**config.mk**
```make
export PLATFORM = sky130hd
export DESIGN_NAME = bus_grant_arbiter
export DESIGN_NICKNAME = d
export VERILOG_FILES = /design/src/rtl/arb_pkg.sv /design/src/rtl/bus_idle_tracker.sv /design/src/rtl/rr_select.sv /design/src/rtl/bus_grant_arbiter.sv
export SDC_FILE = /design/constraint.sdc
export NUM_CORES = 1
export LEC_CHECK = 0
export BUFFER_PORTS_ARGS = -buffer_cell sky130_fd_sc_hd__buf_2
export CAP_MARGIN = 0
export CELL_PAD_IN_SITES_DETAIL_PLACEMENT = 0
export CELL_PAD_IN_SITES_GLOBAL_PLACEMENT = 1
export CORE_AREA = 2 2 39 41
export DETAILED_ROUTE_END_ITERATION = 12
export DIE_AREA = 0 0 41 43
export PLACE_DENSITY = 0.65
export SYNTH_ARGS = -nofsm -noshare
export SYNTH_HDL_FRONTEND = slang
export SYNTH_HIERARCHICAL = 1
export SYNTH_SLANG_ARGS = --single-unit
```
**constraint.sdc**
```tcl
create_clock -name clk -period 2.29 [get_ports clk]
set_input_delay 0.458 -clock clk [delete_from_list [all_inputs] [get_ports clk]]
set_output_delay 0.458 -clock clk [all_outputs]
set_load 0.05 [all_outputs]
```
**src/rtl/arb_pkg.sv**
```systemverilog
package arb_pkg;
  typedef enum logic {
    BUS_BUSY = 1'b0,
    BUS_IDLE = 1'b1
  } bus_state_e;
endpackage

```
**src/rtl/bus_idle_tracker.sv**
```systemverilog
module bus_idle_tracker (
  input  logic clk,
  input  logic rst,
  input  logic frame_i,
  input  logic irdy_i,
  output logic start_o
);
  arb_pkg::bus_state_e state_q;

  always_ff @(posedge clk) begin
    if (rst) state_q <= arb_pkg::BUS_IDLE;
    else     state_q <= (!frame_i && !irdy_i) ? arb_pkg::BUS_IDLE : arb_pkg::BUS_BUSY;
  end

  // a transaction begins when frame rises out of a sampled idle bus
  assign start_o = frame_i && (state_q == arb_pkg::BUS_IDLE);
endmodule

```
**src/rtl/rr_select.sv**
```systemverilog
module rr_select #(
  parameter int unsigned N  = 4,
  parameter int unsigned IW = 2
) (
  input  logic [N-1:0]  req_i,
  input  logic [IW-1:0] base_i,
  output logic          found_o,
  output logic [IW-1:0] winner_o
);
  localparam logic [IW:0] NW = (IW+1)'(N);

  logic [IW-1:0] cand [N];
  logic [N-1:0]  hit;

  genvar k;
  generate
    for (k = 0; k < N; k++) begin : g_cand
      logic [IW:0] sum;
      assign sum     = {1'b0, base_i} + (IW+1)'(k);
      assign cand[k] = (sum >= NW) ? IW'(sum - NW) : sum[IW-1:0];
      assign hit[k]  = req_i[cand[k]];
    end
  endgenerate

  always_comb begin
    found_o  = |hit;
    winner_o = '0;
    for (int j = N - 1; j >= 0; j--) begin
      if (hit[j]) winner_o = cand[j];
    end
  end
endmodule

```
**src/rtl/bus_grant_arbiter.sv**
```systemverilog
module bus_grant_arbiter #(
  parameter int unsigned NUM_MASTERS = 4
) (
  input  logic                   clk,
  input  logic                   rst,
  input  logic [NUM_MASTERS-1:0] req_i,
  input  logic                   frame_i,
  input  logic                   irdy_i,
  output logic [NUM_MASTERS-1:0] gnt_o
);
  localparam int unsigned IW = (NUM_MASTERS > 1) ? $clog2(NUM_MASTERS) : 1;
  localparam logic [IW-1:0] LAST = IW'(NUM_MASTERS - 1);

  logic          start_seen;
  logic          found;
  logic [IW-1:0] search_base;
  logic [IW-1:0] winner;
  logic          owner_keeps;
  logic [NUM_MASTERS-1:0] win_onehot;

  bus_idle_tracker u_mon (
    .clk     (clk),
    .rst     (rst),
    .frame_i (frame_i),
    .irdy_i  (irdy_i),
    .start_o (start_seen)
  );

  rr_select #(.N(NUM_MASTERS), .IW(IW)) u_sel (
    .req_i    (req_i),
    .base_i   (search_base),
    .found_o  (found),
    .winner_o (winner)
  );

  assign owner_keeps = (|(gnt_o & req_i)) && !start_seen;
  assign win_onehot  = {{(NUM_MASTERS-1){1'b0}}, 1'b1} << winner;

  always_ff @(posedge clk) begin
    if (rst) begin
      gnt_o       <= '0;
      search_base <= '0;
    end else if (gnt_o != '0) begin
      if (!owner_keeps) gnt_o <= '0;
    end else if (found) begin
      gnt_o       <= win_onehot;
      search_base <= (winner == LAST) ? '0 : winner + 1'b1;
    end
  end
endmodule

```
==> impl_results.md <==
* Register clock-pin slew on the reported worst setup and hold paths at about 0.05 ns
* Critical path arrival at 2.11 ns
* Pwr Density at around 1200 nW/um2
* Worst-path fanout max at 5
* Initial core utilization at 0.294
* Compound-Gate Fraction of Synth Area at 0.274
* WS Path Type: flip-flop to flip-flop
* Largest family of logic cells by synthesized area: compound AO/OA/AOI/OAI gates
* Max Clk Rate at 0.520 GHz
* Hold Path Stages at 2
* DRC errors left at 0
* Post-route insts no fill at 77
* Row count at 14
* Pre-CTS setup slack at 0.169 ns
* Setup violations, final at 0
* Routed wire per std cell at 12.0 um
* # fillers at 148
* Total track usage at 0.116
* First-pass GRT wire length at 1350 um
* Gate power share at 0.486
* Cell mode on critical path: inv_1
* Full die area at 1760 um2
* Asr flop ratio synth at 0
* Synth Warn # at 6
* Die height at 43 um
* Switch Pwr at 256 uW
* Mapped cell area at 407 um2
* Dpl hpwl at 729 um
* Clk Tree Root Cell: clkbuf_4
* Run status: complete, no violations
* Multiplexer area fraction after synthesis at 0.0246
* GRT overflow at 0
* Yosys top cell area share at 0.345
* Flop pwr share at 0.328
* Sw Ratio at 0.423
* EDFF count, synth at 0
* CP Cell Sequence: nor3b_1, a211oi_1, nor2_1, inv_1, ha_1, inv_1, or3_2, a21oi_1
* Slowest library cell on the worst path: or3_2
* Tightest Hold Check Type: primary input to flip-flop
* Clk Latency, worst-skew pair at approximately 0.25 ns
* Area occupied by multi-input gates at between 200 and 300 um2
* Capturing element type of the critical path: flip-flop
* DRT Wirelength at just over 900 um
* Fin. Hold Viols at 0
* XOR/XNOR Fraction of Synth Area at 0
* Layout cells sized above 1 at 0.311
* Max incr delay on CP at ~0.46 ns
* Tcrit/Tclk final at 0.839
* Register Area at 140 um2
* Detailed Route Iter0 Violations at 14
* Clock sinks at 7
* Area leader, netlist: dfxtp_1
* Final hold slack at approximately 0.38 ns
* TritonCTS clock tree: yes
* Simple-gate share of the synthesized area at 0.197
* Core area at 1380 um2
* Port Buffers at 11
* Routed Antenna Nets at 0
* P&R area growth vs syn at 26.8%
* Postcts setup bufs at 0
* Post-CTS Resized at 0
* Worst setup SP type: flip-flop
* Least-Margin Pin Slew at between 0.5 and 0.6 ns
* Via density at 4.95
* Fin crit period at 1.92 ns
* Cell area after layout at 515 um2
* Vias in the first global route at 317
* Pwr Total at 605 uW
* Final Util at 0.373
* I/O Pins at 12
* Max Slew Vio Count at 0
* Area post-placement at 489 um2
* Worst IR Drop VDD at 0.399 mV
* Synthesized instance count at 45
* Distinct cells, synth at 21
* Clk_skew at 0.000315 ns
* Most area-consuming cells after synthesis: dfxtp_1 34%, ha_1 12%, a22o_1 6.5%
* Avg Cell Area, Syn at between 9 and 10 um2
* Diodes inserted at 0
* Final worst slack at 0.368 ns
* Synth Flop Type: dfxtp_1
* Int Pwr at 349 uW
* Max Cap Viol at 0
* Req. time, crit path at 2.47 ns
* Via count at 381
* Slew headroom at 0.655
* Commonest cells in the netlist: 7 x dfxtp_1, 4 x ha_1, 4 x inv_1, 4 x nor2_1
* Syn nets at between 50 and 60
* Register area share after synthesis at 0.345
* Yosys reg bits at 7
* H-tree depth at 1
* Setup TNS at 0 ns
* Width of the chip at 41 um
* Dpl cells at 73
* Clock tree buffer depth at 2
* RSZ-0062 raised after global routing: no
* Initial antenna violation count at 0
* Adder-Cell Fraction of Synth Area at 0.123
* Leak at 0.243 nW
* CTS Buf Count at 3
* Router iterations before antenna repair at 6
* Clock share of power at 0.186
* Largest net degree at the start of global routing at 7
* Reg2Reg Depth at 8
* Hold-fix buffers at CTS at 0
* Nets at 74
* Most common cell in the synthesized netlist: dfxtp_1
* Gpl congestion at 0.701
==> critical path: cells and delay by family (launching register included) <==
family	cells	cell delay, ns
AO/OA/AOI/OAI	2	0.19
AND/OR/NAND/NOR	3	0.88
adder cells (fa/ha/maj)	1	0.28
flip-flops	1	0.38
buffers and inverters	2	0.13
==> cells by family (layout without fill, tap and decap cells) <==
kind of cell,after synthesis,in the layout
compound gates,15,15
fa+ha+maj,4,4
buf+inv,4,20
flops,7,7
mux,1,1
simple gates,14,14
==> routing by layer <==
layer,track usage,routed length (um)
met5,0,0
met3,0.0314,39
met1,0.168,486
met2,0.141,396
met4,0.0800,0
==> worst paths after layout <==
check | start | slack [ns] | end
max | search_base[0]$_SDFFE_PP0P_ | 0.37 | search_base[1]$_SDFFE_PP0P_
min | irdy_i | 0.38 | u_mon/state_q$_SDFF_PP1_
max reg2reg | search_base[0]$_SDFFE_PP0P_ | 0.37 | search_base[1]$_SDFFE_PP0P_
min reg2reg | search_base[0]$_SDFFE_PP0P_ | 0.53 | search_base[0]$_SDFFE_PP0P_
==> registers in the layout, indices dropped and copies added, names as in the netlist <==
signal,flops
gnt_o,4
search_base,2
u_mon/state_q,1
==> power by group through the flow <==
stage	clock (mW)	combinational [mW]	sequential [mW]
after global placement	0	0.294	0.200
after global routing	0.121	0.325	0.203
after CTS	0.115	0.295	0.197
after detailed placement	0	0.294	0.199
after floorplan	0	0.166	0.249
final	0.113	0.294	0.198
==> cell type report <==
class / count / share of cell area
clock buffer: 4 / 0.0510
timing repair buffer: 12 / 0.121
inverter: 4 / 0.0291
multi-input combinational: 34 / 0.488
tap: 16 / 0.0388
sequential: 7 / 0.272
==> layout by cell type, fill, tap and decap left out, types with 2 or more instances in the layout <==
cell,synthesis,final
nand2_1,2,2
a22o_1,3,3
dfxtp_1,7,7
a22oi_1,2,2
o21ai_0,2,2
nor2_1,4,4
a21oi_1,3,3
buf_2,0,11
clkbuf_4,0,3
a211oi_1,2,2
inv_1,4,4
nand2b_1,2,2
ha_1,4,4
Note: power is estimated with default switching activity, not from simulation.
